[src/rtl/msi_frame_pkg.sv]
package msi_frame_pkg;

  localparam int unsigned OFS_TYPE     = 'h008;
  localparam int unsigned OFS_STATUS   = 'h010;
  localparam int unsigned OFS_DOORBELL = 'h040;
  localparam int unsigned OFS_IDENT    = 'hFCC;

  localparam int unsigned SPI_FLOOR = 32;
  localparam int unsigned SPI_CEIL  = 1019;

  typedef enum logic [1:0] {
    ENC_ABS   = 2'd0,
    ENC_REL   = 2'd1,
    ENC_SUB32 = 2'd2,
    ENC_RSVD  = 2'd3
  } enc_mode_e;

  typedef enum logic [1:0] {
    SEL_NONE   = 2'd0,
    SEL_TYPE   = 2'd1,
    SEL_STATUS = 2'd2,
    SEL_IDENT  = 2'd3
  } rd_sel_e;

endpackage

[src/rtl/msi_reg_decode.sv]
module msi_reg_decode
  import msi_frame_pkg::*;
#(
  parameter int unsigned ADDR_W = 12
) (
  input  logic [ADDR_W-1:0] addr_i,
  output rd_sel_e           rd_sel_o,
  output logic              is_doorbell_o
);

  always_comb begin
    rd_sel_o = SEL_NONE;
    if (addr_i == ADDR_W'(OFS_TYPE))        rd_sel_o = SEL_TYPE;
    else if (addr_i == ADDR_W'(OFS_STATUS)) rd_sel_o = SEL_STATUS;
    else if (addr_i == ADDR_W'(OFS_IDENT))  rd_sel_o = SEL_IDENT;
  end

  assign is_doorbell_o = (addr_i == ADDR_W'(OFS_DOORBELL));

endmodule

[src/rtl/msi_num_decode.sv]
module msi_num_decode
  import msi_frame_pkg::*;
#(
  parameter int unsigned DATA_W   = 32,
  parameter int unsigned BASE_INT = 48,
  parameter int unsigned LINE_CNT = 16,
  localparam int unsigned IDX_W   = (LINE_CNT > 1) ? $clog2(LINE_CNT) : 1
) (
  input  logic [DATA_W-1:0] data_i,
  input  enc_mode_e         mode_i,
  output logic [IDX_W-1:0]  idx_o,
  output logic              hit_o
);

  localparam logic [DATA_W:0] LO = (DATA_W+1)'(BASE_INT);
  localparam logic [DATA_W:0] HI = (DATA_W+1)'(BASE_INT + LINE_CNT);

  logic [DATA_W:0] num;
  logic            mode_ok;

  // widen by one bit so adding the offset cannot wrap into the window
  always_comb begin
    mode_ok = 1'b1;
    unique case (mode_i)
      ENC_ABS:   num = {1'b0, data_i};
      ENC_REL:   num = {1'b0, data_i} + LO;
      ENC_SUB32: num = {1'b0, data_i} + (DATA_W+1)'(SPI_FLOOR);
      default: begin
        num     = '0;
        mode_ok = 1'b0;
      end
    endcase
  end

  assign hit_o = mode_ok && (num >= LO) && (num < HI);
  assign idx_o = IDX_W'(num - LO);

endmodule

[src/rtl/msi_pulse_gen.sv]
module msi_pulse_gen #(
  parameter int unsigned LINE_CNT = 16,
  localparam int unsigned IDX_W   = (LINE_CNT > 1) ? $clog2(LINE_CNT) : 1
) (
  input  logic                clk_i,
  input  logic                rst_ni,
  input  logic                fire_i,
  input  logic [IDX_W-1:0]    idx_i,
  output logic [LINE_CNT-1:0] irq_o
);

  for (genvar g = 0; g < LINE_CNT; g++) begin : g_line
    always_ff @(posedge clk_i or negedge rst_ni) begin
      if (!rst_ni) irq_o[g] <= 1'b0;
      else         irq_o[g] <= fire_i && (idx_i == IDX_W'(g));
    end
  end

endmodule

[src/rtl/msi_spi_frame.sv]
module msi_spi_frame
  import msi_frame_pkg::*;
#(
  parameter int unsigned ADDR_W   = 12,
  parameter int unsigned DATA_W   = 32,
  parameter int unsigned BASE_INT = 48,
  parameter int unsigned LINE_CNT = 16,
  parameter logic [31:0] IMPL_ID  = 32'h0000_0A51
) (
  input  logic                clk_i,
  input  logic                rst_ni,
  input  logic [1:0]          mode_i,
  input  logic                req_i,
  input  logic                we_i,
  input  logic [ADDR_W-1:0]   addr_i,
  input  logic [DATA_W-1:0]   wdata_i,
  output logic                rvalid_o,
  output logic [DATA_W-1:0]   rdata_o,
  output logic [LINE_CNT-1:0] irq_o
);

  localparam int unsigned IDX_W = (LINE_CNT > 1) ? $clog2(LINE_CNT) : 1;
  localparam logic [31:0] TYPE_VAL =
    {6'b0, 10'(BASE_INT), 6'b0, 10'(LINE_CNT)};

  rd_sel_e          rd_sel;
  logic             is_doorbell;
  logic [IDX_W-1:0] line_idx;
  logic             line_hit;
  logic             db_wr;
  logic             fire;
  logic             err_q;

  msi_reg_decode #(.ADDR_W(ADDR_W)) u_reg_decode (
    .addr_i       (addr_i),
    .rd_sel_o     (rd_sel),
    .is_doorbell_o(is_doorbell)
  );

  msi_num_decode #(
    .DATA_W  (DATA_W),
    .BASE_INT(BASE_INT),
    .LINE_CNT(LINE_CNT)
  ) u_num_decode (
    .data_i(wdata_i),
    .mode_i(enc_mode_e'(mode_i)),
    .idx_o (line_idx),
    .hit_o (line_hit)
  );

  assign db_wr = req_i && we_i && is_doorbell;
  assign fire  = db_wr && line_hit;

  msi_pulse_gen #(.LINE_CNT(LINE_CNT)) u_pulse_gen (
    .clk_i (clk_i),
    .rst_ni(rst_ni),
    .fire_i(fire),
    .idx_i (line_idx),
    .irq_o (irq_o)
  );

  always_ff @(posedge clk_i or negedge rst_ni) begin
    if (!rst_ni)                 err_q <= 1'b0;
    else if (db_wr && !line_hit) err_q <= 1'b1;
  end

  always_ff @(posedge clk_i or negedge rst_ni) begin
    if (!rst_ni) begin
      rvalid_o <= 1'b0;
      rdata_o  <= '0;
    end else begin
      rvalid_o <= req_i && !we_i;
      if (req_i && !we_i) begin
        unique case (rd_sel)
          SEL_TYPE:   rdata_o <= DATA_W'(TYPE_VAL);
          SEL_STATUS: rdata_o <= DATA_W'(err_q);
          SEL_IDENT:  rdata_o <= DATA_W'(IMPL_ID);
          default:    rdata_o <= '0;
        endcase
      end
    end
  end

endmodule

[config.mk]
export PLATFORM = sky130hd
export DESIGN_NAME = msi_spi_frame
export DESIGN_NICKNAME = d
export VERILOG_FILES = /design/src/rtl/msi_frame_pkg.sv /design/src/rtl/msi_reg_decode.sv /design/src/rtl/msi_num_decode.sv /design/src/rtl/msi_pulse_gen.sv /design/src/rtl/msi_spi_frame.sv
export SDC_FILE = /design/constraint.sdc
export NUM_CORES = 1
export LEC_CHECK = 0
export ABC_AREA = 1
export BUFFER_PORTS_ARGS = -buffer_cell sky130_fd_sc_hd__buf_2
export CAP_MARGIN = 0
export CORE_MARGIN = 3
export CORE_UTILIZATION = 45
export CTS_CLUSTER_DIAMETER = 50
export DETAILED_ROUTE_END_ITERATION = 6
export PLACE_DENSITY = 0.75
export SYNTH_ARGS = -nofsm -noshare
export SYNTH_HDL_FRONTEND = slang
export SYNTH_SLANG_ARGS = --single-unit
[constraint.sdc]
create_clock -name clk_i -period 0.8 [get_ports clk_i]
set_input_delay 0.04 -clock clk_i [delete_from_list [all_inputs] [get_ports clk_i]]
set_output_delay 0.04 -clock clk_i [all_outputs]
set_load 0.01 [all_outputs]
# Word level (Yosys, flattened, before mapping)
# Index checks and enable logic that the tools add are counted.
[classes]
n_addsub = 3
magnitude_cmp = 2
eq_ne = 24
muxes = 6
reduce_logical = 28
[op_table]
columns = ["cell", "count"]
rows = [
  ["$pmux W33 S3", 1],
  ["$add A32 B6 Y33 const B", 2],
  ["$pmux W22 S3", 1],
  ["$ge A33 B6 Y1 const B", 1],
  ["$lt A33 B7 Y1 const B", 1],
  ["$eq A4 B4 Y1 const B", 8],
  ["$logic_and A1 B1 Y1", 23],
  ["$eq A4 B3 Y1 const B", 4],
  ["$eq A12 B12 Y1 const B", 1],
  ["$eq A12 B4 Y1 const B", 1],
  ["$eq A12 B5 Y1 const B", 1],
  ["$eq A12 B7 Y1 const B", 1],
  ["$eq A4 B2 Y1 const B", 2],
  ["$eq A2 B2 Y1 const B", 3],
  ["$mux W2", 3],
  ["$eq A2 B1 Y1 const B", 2],
  ["$eq A4 B1 Y1 const B", 1],
  ["$logic_not A4 Y1", 1],
  ["$sub A4 B1 Y4 const B", 1],
  ["$reduce_or A3 Y1", 1],
  ["$logic_not A1 Y1", 2],
  ["$logic_not A2 Y1", 1],
  ["$mux W1", 1],
]
[word_totals]
reg_bits = 50
input_bits = 50
output_inout_bits = 49
word_cells = 82

# Logic depth before layout (Yosys ltp)
# Gate-level depths: netlist of the first run.
[depth]
ltp_word = 7
mapped_depth = 17
depth_no_buf = 17

# Modules after synthesis
# A second synthesis of the first run with hierarchy kept.
[hier_totals]
cells_unflattened = 523
area_unflattened_um2 = 2947.8
[by_module_without_submodules]
columns = ["module", "n_inst", "cells_per_inst", "area_per_inst_um2", "seq_area_each_um2"]
rows = [
  ["msi_num_decode", 1, 376, 1784.2, 0.0],
  ["msi_pulse_gen", 1, 48, 528.0, 400.4],
  ["msi_spi_frame", 1, 58, 470.5, 150.1],
  ["msi_reg_decode", 1, 41, 165.2, 0.0],
]

# Least setup slack after synthesis of the first run
# No wires, ideal clock.
[synth_timing]
path_kind = "input to register"
from = "input wdata_i[5]"
to = "register u_pulse_gen.irq_o[0]"
setup_time_ps = 69
arrival_time_ps = 1653
t_required_ps = 731
path_slack_ps = -922
stages = 16
path_buffers = 1
path_cell_list = "inv_1 ha_1 nor2_4 nand2_2 nor2_2 nand2_1 nand2_1 nor2_1 nor2_1 nand2_1 nor2_1 nand2_1 nor2_2 nand4_4 buf_6 nor2_2"
[synth_between]
elab_chain_len = 7
word_cells_on_any_way = 9
classes_between = "2 x add/sub; 2 x order compare; 1 x mux; 4 x reduce/logical"
[synth_rtl]
columns = ["element", "line_no", "rtl"]
rows = [
  ["from (decl)", "msi_spi_frame.sv:16", "input logic [DATA_W-1:0] wdata_i,"],
  ["$add A32 B6 Y33 (on tied branches)", "msi_num_decode.sv:27, msi_num_decode.sv:26", ""],
  ["$pmux W33 S3 (*)", "msi_num_decode.sv:24", "unique case (mode_i)"],
  ["$ge A33 B6 Y1", "msi_num_decode.sv:35", "assign hit_o = mode_ok && (num >= LO) && (num < HI);"],
  ["$logic_and A1 B1 Y1", "msi_num_decode.sv:35", ""],
  ["$logic_and A1 B1 Y1 (*)", "msi_num_decode.sv:35", ""],
  ["$logic_and A1 B1 Y1 (*)", "msi_spi_frame.sv:52", "assign fire = db_wr && line_hit;"],
  ["$logic_and A1 B1 Y1 (*)", "msi_pulse_gen.sv:15", "else irq_o[g] <= fire_i && (idx_i == IDX_W'(g));"],
  ["to (signal, indexed assignment)", "msi_pulse_gen.sv:15", ""],
  ["to (decl)", "msi_pulse_gen.sv:9", "output logic [LINE_CNT-1:0] irq_o"],
]
# Every way passes the cells marked *; elsewhere a longest branch is shown, timed or not.
# A chain may end at the register's enable or synchronous reset.

# Worst setup path after layout of the first run
# Ends and elaborated chain as after synthesis.

==> results of run 1 <==
worst max-delay path, stage by stage:
cell       delay [ns]
buf_12           0.09
inv_6            0.03
buf_4            0.13
nor2_1           0.19
nand2_1          0.12
nor2_4           0.23
nand3_2          0.10
nand3_2          0.08
o21ai_1          0.07
nor2_1           0.10
nand2_1          0.10
nor2_4           0.15
nand4_4          0.16
clkbuf_16        0.22
nor2_4           0.09
layer usage:
layer | vias to the layer above | GRT usage | wire [um]
li1 | 2099 | - | -
met1 | 2009 | 0.351 | 4440
met2 | 233 | 0.516 | 5820
met3 | 50 | 0.0423 | 916
met4 | 0 | 0.114 | 606
met5 | - | 0 | 0
per-stage QoR:
stage / util / hold slack [ns] / setup TNS, ns / total power [W] / cells
floorplan: - / -0.256 / -13.33 / 0.00186 / 583
global placement: 0.649 / 0.00902 / -19.72 / 0.00248 / 807
detailed placement: 0.649 / 0.0224 / -21.48 / 0.00251 / 807
CTS: 0.705 / 0.0821 / -15.10 / 0.00338 / 822
global route: 0.740 / 0.126 / -18.28 / 0.00372 / 825
finish: 0.740 / 0.122 / -15.47 / 0.00350 / 825
layout make-up:
cell class	instances	area share
clock buffer	4	0.0117
inverter	61	0.0495
multi-input combinational	467	0.516
sequential	22	0.117
tap	77	0.0204
timing repair buffer	194	0.286
final timing paths:
path	from	end	depth (start not counted)
max reg2reg	rdata_o[4]	rdata_o[4]	3
min in group asynchronous	rst_ni	u_pulse_gen.irq_o[15]	2
max	wdata_i[5]	u_pulse_gen.irq_o[0]	15
max in group asynchronous	rst_ni	u_pulse_gen.irq_o[11]	2
min	we_i	rvalid_o	3
min reg2reg	err_q	err_q	2
cell families after synthesis:
family / count (synthesis)
AO/OA/AOI/OAI: 31
adder cells (fa/ha/maj): 3
buffers and inverters: 94
flip-flops: 22
other: 1
AND/OR/NAND/NOR: 408
sequential cells by signal, indices dropped and copies added (netlist names):
| register | count |
|---|---|
| u_pulse_gen.irq_o | 16 |
| rdata_o | 4 |
| err_q | 1 |
| rvalid_o | 1 |
where the power goes:
part	internal, W	total, W	switching, W
Clock	0.000437	0.000769	0.000332
Sequential	0.00113	0.00113	0.00000693
Combinational	0.000665	0.00160	0.000932
Total	0.00223	0.00350	0.00127
synthesized netlist by cell type:
master      n  share of area
nor3_1      8          0.013
o21ai_0    23          0.038
clkbuf_1    1         0.0013
nor2_2     21          0.044
o21ai_1     1         0.0017
buf_4      28          0.070
nor4_1      2         0.0042
nor2_1     87           0.11
buf_2       2         0.0033
inv_2       1         0.0013
nand2_1   200           0.25
ha_1        3          0.013
a21oi_1     5         0.0084
nand3_1    69           0.12
nand4_4     1         0.0071
inv_1      60          0.075
buf_1       1         0.0013
nor2_4      4          0.015
a31oi_1     1         0.0021
dfrtp_1    22           0.18
conb_1      1         0.0013
nand4_1    12          0.025
buf_6       1         0.0038
nand2_2     4         0.0084
a21boi_0    1         0.0025
timing repair:
action | 4_1_cts | 5_1_grt
cloned | 1 | 0
buffers inserted | 9 | 3
hold buffers | 1 | 0
pin swaps | 18 | 23
hold endpoints to repair | 22 | 0
setup endpoints to repair | 35 | 45
resized for setup | 57 | 62
cells in the final DEF (no fill, tap or decap):
| cell | n |
|---|---|
| a21boi_0 | 1 |
| a21oi_1 | 5 |
| a31oi_1 | 1 |
| buf_12 | 2 |
| buf_2 | 67 |
| buf_4 | 118 |
| buf_6 | 5 |
| clkbuf_16 | 1 |
| clkbuf_8 | 4 |
| conb_1 | 25 |
| dfrtp_1 | 22 |
| dlygate4sd3_1 | 1 |
| ha_1 | 1 |
| ha_4 | 2 |
| inv_1 | 55 |
| inv_2 | 5 |
| inv_6 | 1 |
| nand2_1 | 177 |
| nand2_2 | 21 |
| nand2_4 | 6 |
| nand3_1 | 64 |
| nand3_2 | 5 |
| nand4_1 | 12 |
| nand4_4 | 1 |
| nor2_1 | 61 |
| nor2_2 | 18 |
| nor2_4 | 33 |
| nor3_1 | 6 |
| nor3_2 | 2 |
| nor4_1 | 1 |
| nor4_4 | 1 |
| o21ai_0 | 18 |
| o21ai_1 | 6 |
==> impl_metrics.yaml, run 1 <==
place:
  gp_congestion: 1.03
  dpl-instance-area_sq_mm: 0.00414
  post-place-ws_ns: -1.25
  portBuffers: 73
  hpwl_mm: 8.78
power_and_ir_drop:
  p_leak_nw: 2.48
  p_per_area_mw_per_mm2: 741
  vdd_ir_drop_max_v: 0.000795
run_status:
  violations: "negative setup slack"
  status: "complete, but fails checks"
layout:
  drive_above_1_share: 0.390
  syn_to_final_growth_pct: 57.9
  multi_input_area_sq_mm: 0.00244
  fin_area_sq_mm: 0.00472
  fillers: 505
  fin_nets: 802
  diodes: 0
  seqCellArea_sq_um: 551
floorplanning:
  rows: 29
  start_util: 0.468
  coreArea_sq_mm: 0.00639
  die-area_sq_mm: 0.00766
  chipHeight_um: 87.5
  die_w_um: 87.5
  num_io_pins: 99
worst_setup_path:
  r2r_slack_ns: 0.04
  worstPathRequired_ns: 0.99
  path_class: "in2reg"
  worstPathMaxFanout: 8
  cp-start-kind: "input port"
  cp-end-kind: "register"
  crit_arrival_ns: 1.91
clock_network:
  htree_levels: 1
  cts_made_buffers: 3
  cts-root-buf: "clkbuf_8"
  cts.path.max_buffers: 2
  clock_sinks: 22
  cts_tree: "yes"
  clk_latency_ns: 0.25
  path_clk_slew_ns: 0.08
routing:
  wirelength_mm: 11.8
  via_per_inst: 5.32
  drtAntennaViolNets: 0
  vias: 4391
  drt_iter0_markers: 384
  dr.pass1.iters: 5
  wire_per_inst_um: 14.3
  drc_errors: 0
sta:
  slew_viol_final: 0
  fin_crit_sh: 2.15
  worst_slack_ns: -0.917
  rsz0062_at_grt: "true"
  finalSetupViolations: 32
  hold_violations: 0
  period_minus_slack_ns: 1.72
  relSlewSlack: 0.598
  timing.fmax_mhz: 583
  skew_ns: 0.00104
  worst_slew_pin_slew_ns: 0.596
grt:
  antenna_found_initial: 0
  grt_start_max_net_pins: 23
  gr-total-overflow: 0
  grt_pass1_vias: 3964
  grt_usage: 0.291
  grt_pass1_wl_mm: 18.0
synthesis:
  synth_xor_area_frac: 0
  synth_compound_gate_area_share: 0.0531
  ys_seq_elements: 22
  ys_seq_area_frac: 0.184
  synth_top_family_by_area: "simple AND/OR/NAND/NOR gates"
  syn_area_per_cell_sq_um: 5.35
  synth_warnings: 0
  synth_area_sq_mm: 0.00299
  synth.distinct_cells: 25
  synth-adder-area-share: 0.0125
  yosys.area_share.simple: 0.593
  synthCells: 559
  synthMuxAreaShare: 0
min_path:
  min_path_type: "in2reg"
job:
  drv_cap: 0
Power figures use the tool's default switching activity.
==> run 2, diff against run 1 <==
--- a/config.mk
+++ b/config.mk
@@ -10,9 +10,10 @@
 export CAP_MARGIN = 0
 export CORE_MARGIN = 3
 export CORE_UTILIZATION = 45
-export CTS_CLUSTER_DIAMETER = 50
+export CTS_CLUSTER_DIAMETER = 120
 export DETAILED_ROUTE_END_ITERATION = 6
 export PLACE_DENSITY = 0.75
+export SETUP_SLACK_MARGIN = 0.05
 export SYNTH_ARGS = -nofsm -noshare
 export SYNTH_HDL_FRONTEND = slang
 export SYNTH_SLANG_ARGS = --single-unit
==> run 2 against run 1 <==
Effect of this change: the flow still finishes with violations (negative setup slack); setup slack gained 0.0030 ns; first-iteration DRC count grew 4.2%; core utilization grew 1.2 points; die area is the same; combinational power grew 4%; clock-buffer cell count is the same; hold slack gained 0.00084 ns; non-clock buffer count shrank 3; via count grew 0.43%; critical path depth is the same; power grew 2.1%; sequential power is essentially flat; largest power group unchanged.
==> impl_metrics.yaml, run 2 (synthesized netlist as in run 1, its figures left out) <==
grt:
  grt_use_met1: 0.368
  grt_pass1_wl_mm: 18.0
  gr-total-overflow: 0
  grt_usage: 0.293
  antenna_found_initial: 0
  grt_use_met3: 0.0499
  met2_usage: 0.494
  grt_pass1_vias: 3955
  grt_start_max_net_pins: 23
  busiest_layer: "met2"
clock_network:
  cts.path.max_buffers: 2
  cts-root-buf: "clkbuf_8"
  clk_latency_ns: 0.26
  path_clk_slew_ns: 0.08
  htree_levels: 1
  clock_sinks: 22
  cts_made_buffers: 3
  cts_tree: "yes"
min_path:
  min_path_type: "in2reg"
  hold_depth: 4
  min_to: "u_pulse_gen.irq_o[10]"
  worstHoldStart: "wdata_i[0]"
sta:
  rsz0062_at_grt: "true"
  fin_crit_sh: 2.14
  worst_slack_ns: -0.914
  worst_slew_pin_slew_ns: 0.567
  timing.fmax_mhz: 584
  finalSetupViolations: 33
  finalSetupTns_ns: -15.59
  hold_violations: 0
  skew_ns: 0.0000984
  slew_viol_final: 0
  period_minus_slack_ns: 1.71
  relSlewSlack: 0.618
layout:
  largest_register_ffs: 16
  multi_input_area_sq_mm: 0.00248
  top_regs: "u_pulse_gen.irq_o x16, rdata_o x4"
  final_core_util: 0.752
  layout_commonest_cell: "nand2_1"
  drive_above_1_share: 0.391
  seqCellArea_sq_um: 551
  fillers: 484
  top_register: "u_pulse_gen.irq_o"
  final_cell_mix: "nand2_1, buf_4, buf_2"
  diodes: 0
  syn_to_final_growth_pct: 60.5
  final_cells: 822
  fin_nets: 799
floorplanning:
  coreArea_sq_mm: 0.00639
  start_util: 0.468
  chipHeight_um: 87.5
  num_io_pins: 99
  die_w_um: 87.5
  die-area_sq_mm: 0.00766
  rows: 29
routing:
  via_per_inst: 5.36
  wirelength_mm: 12.2
  dr.pass1.iters: 5
  drt_iter0_markers: 400
  drtAntennaViolNets: 0
  vias: 4410
  drc_errors: 0
  wire_per_inst_um: 14.8
power_and_ir_drop:
  p_per_area_mw_per_mm2: 744
  p_leak_nw: 2.50
  vdd_ir_drop_max_v: 0.00107
job:
  drv_cap: 0
worst_setup_path:
  path_class: "in2reg"
  cp-end-kind: "register"
  crit_arrival_ns: 1.91
  cp-start-kind: "input port"
  r2r_cells: 3
  worstPathMaxFanout: 8
  worstPathRequired_ns: 0.99
  reg2reg_to: "rdata_o[11]"
  r2r_slack_ns: 0.03
  r2r-start: "rdata_o[11]"
place:
  dp_cells: 806
  post-place-ws_ns: -1.18
  hpwl_mm: 8.79
  gp_congestion: 1.02
  portBuffers: 73
run_status:
  status: "complete, but fails checks"
  violations: "negative setup slack"
run 2: worst max-delay path, cell delays in order:
cell and delay (ns):
buf_12 0.09, inv_6 0.04, ha_4 0.16, inv_1 0.07, nand3_1 0.13, nor2_2 0.14, nand2_1 0.08, o21ai_0 0.17
nand4_1 0.11, o21ai_1 0.22, nand2_2 0.10, nor2_4 0.14, nand4_4 0.14, buf_16 0.20, nor2_4 0.08
run 2: how the worst max path moves through the flow:
stage	cells past startpoint	to	from
floorplan	16	u_pulse_gen.irq_o[0]	wdata_i[5]
global placement	14	u_pulse_gen.irq_o[11]	wdata_i[12]
detailed placement	15	u_pulse_gen.irq_o[14]	wdata_i[5]
CTS	17	u_pulse_gen.irq_o[12]	wdata_i[5]
global route	17	u_pulse_gen.irq_o[7]	wdata_i[6]
finish	15	u_pulse_gen.irq_o[7]	wdata_i[5]
run 2: area by class of cell:
cell class,instances,area share
repair buffers,191,0.288
well taps,77,0.0201
multi-input cells,467,0.517
inverters,61,0.0493
clock buffers,4,0.0115
flip-flops and latches,22,0.115
run 2: per-layer routing:
| layer | up-vias | wire length [um] |
|---|---|---|
| met3 | 57 | 1110 |
| met2 | 247 | 5990 |
| met1 | 2010 | 4580 |
| li1 | 2096 | - |
| met5 | - | 0 |
| met4 | 0 | 514 |
run 2: report_power, final:
| part | switching [W] | internal, W | total, W |
|---|---|---|---|
| sequential | 0.00000661 | 0.00113 | 0.00113 |
| combinational | 0.000979 | 0.000683 | 0.00166 |
| clock | 0.000340 | 0.000438 | 0.000778 |
run 2: per-stage QoR:
step | total power, W | instance area [sq um] | hold WS, ns
finish | 0.00357 | 4800 | 0.123
global route | 0.00375 | 4800 | 0.135
CTS | 0.00339 | 4500 | 0.0878
detailed placement | 0.00251 | 4140 | 0.0268
global placement | 0.00249 | 4140 | 0.00947
floorplan | 0.00186 | 3110 | -0.256
run 2: what timing repair did:
item,CTS,global route
hold buffers,1,0
buffers inserted,8,2
gates cloned,1,0
resized for setup,62,73
endpoints found under the setup margin,44,45
pin swaps,10,33
hold endpoints to repair,22,0
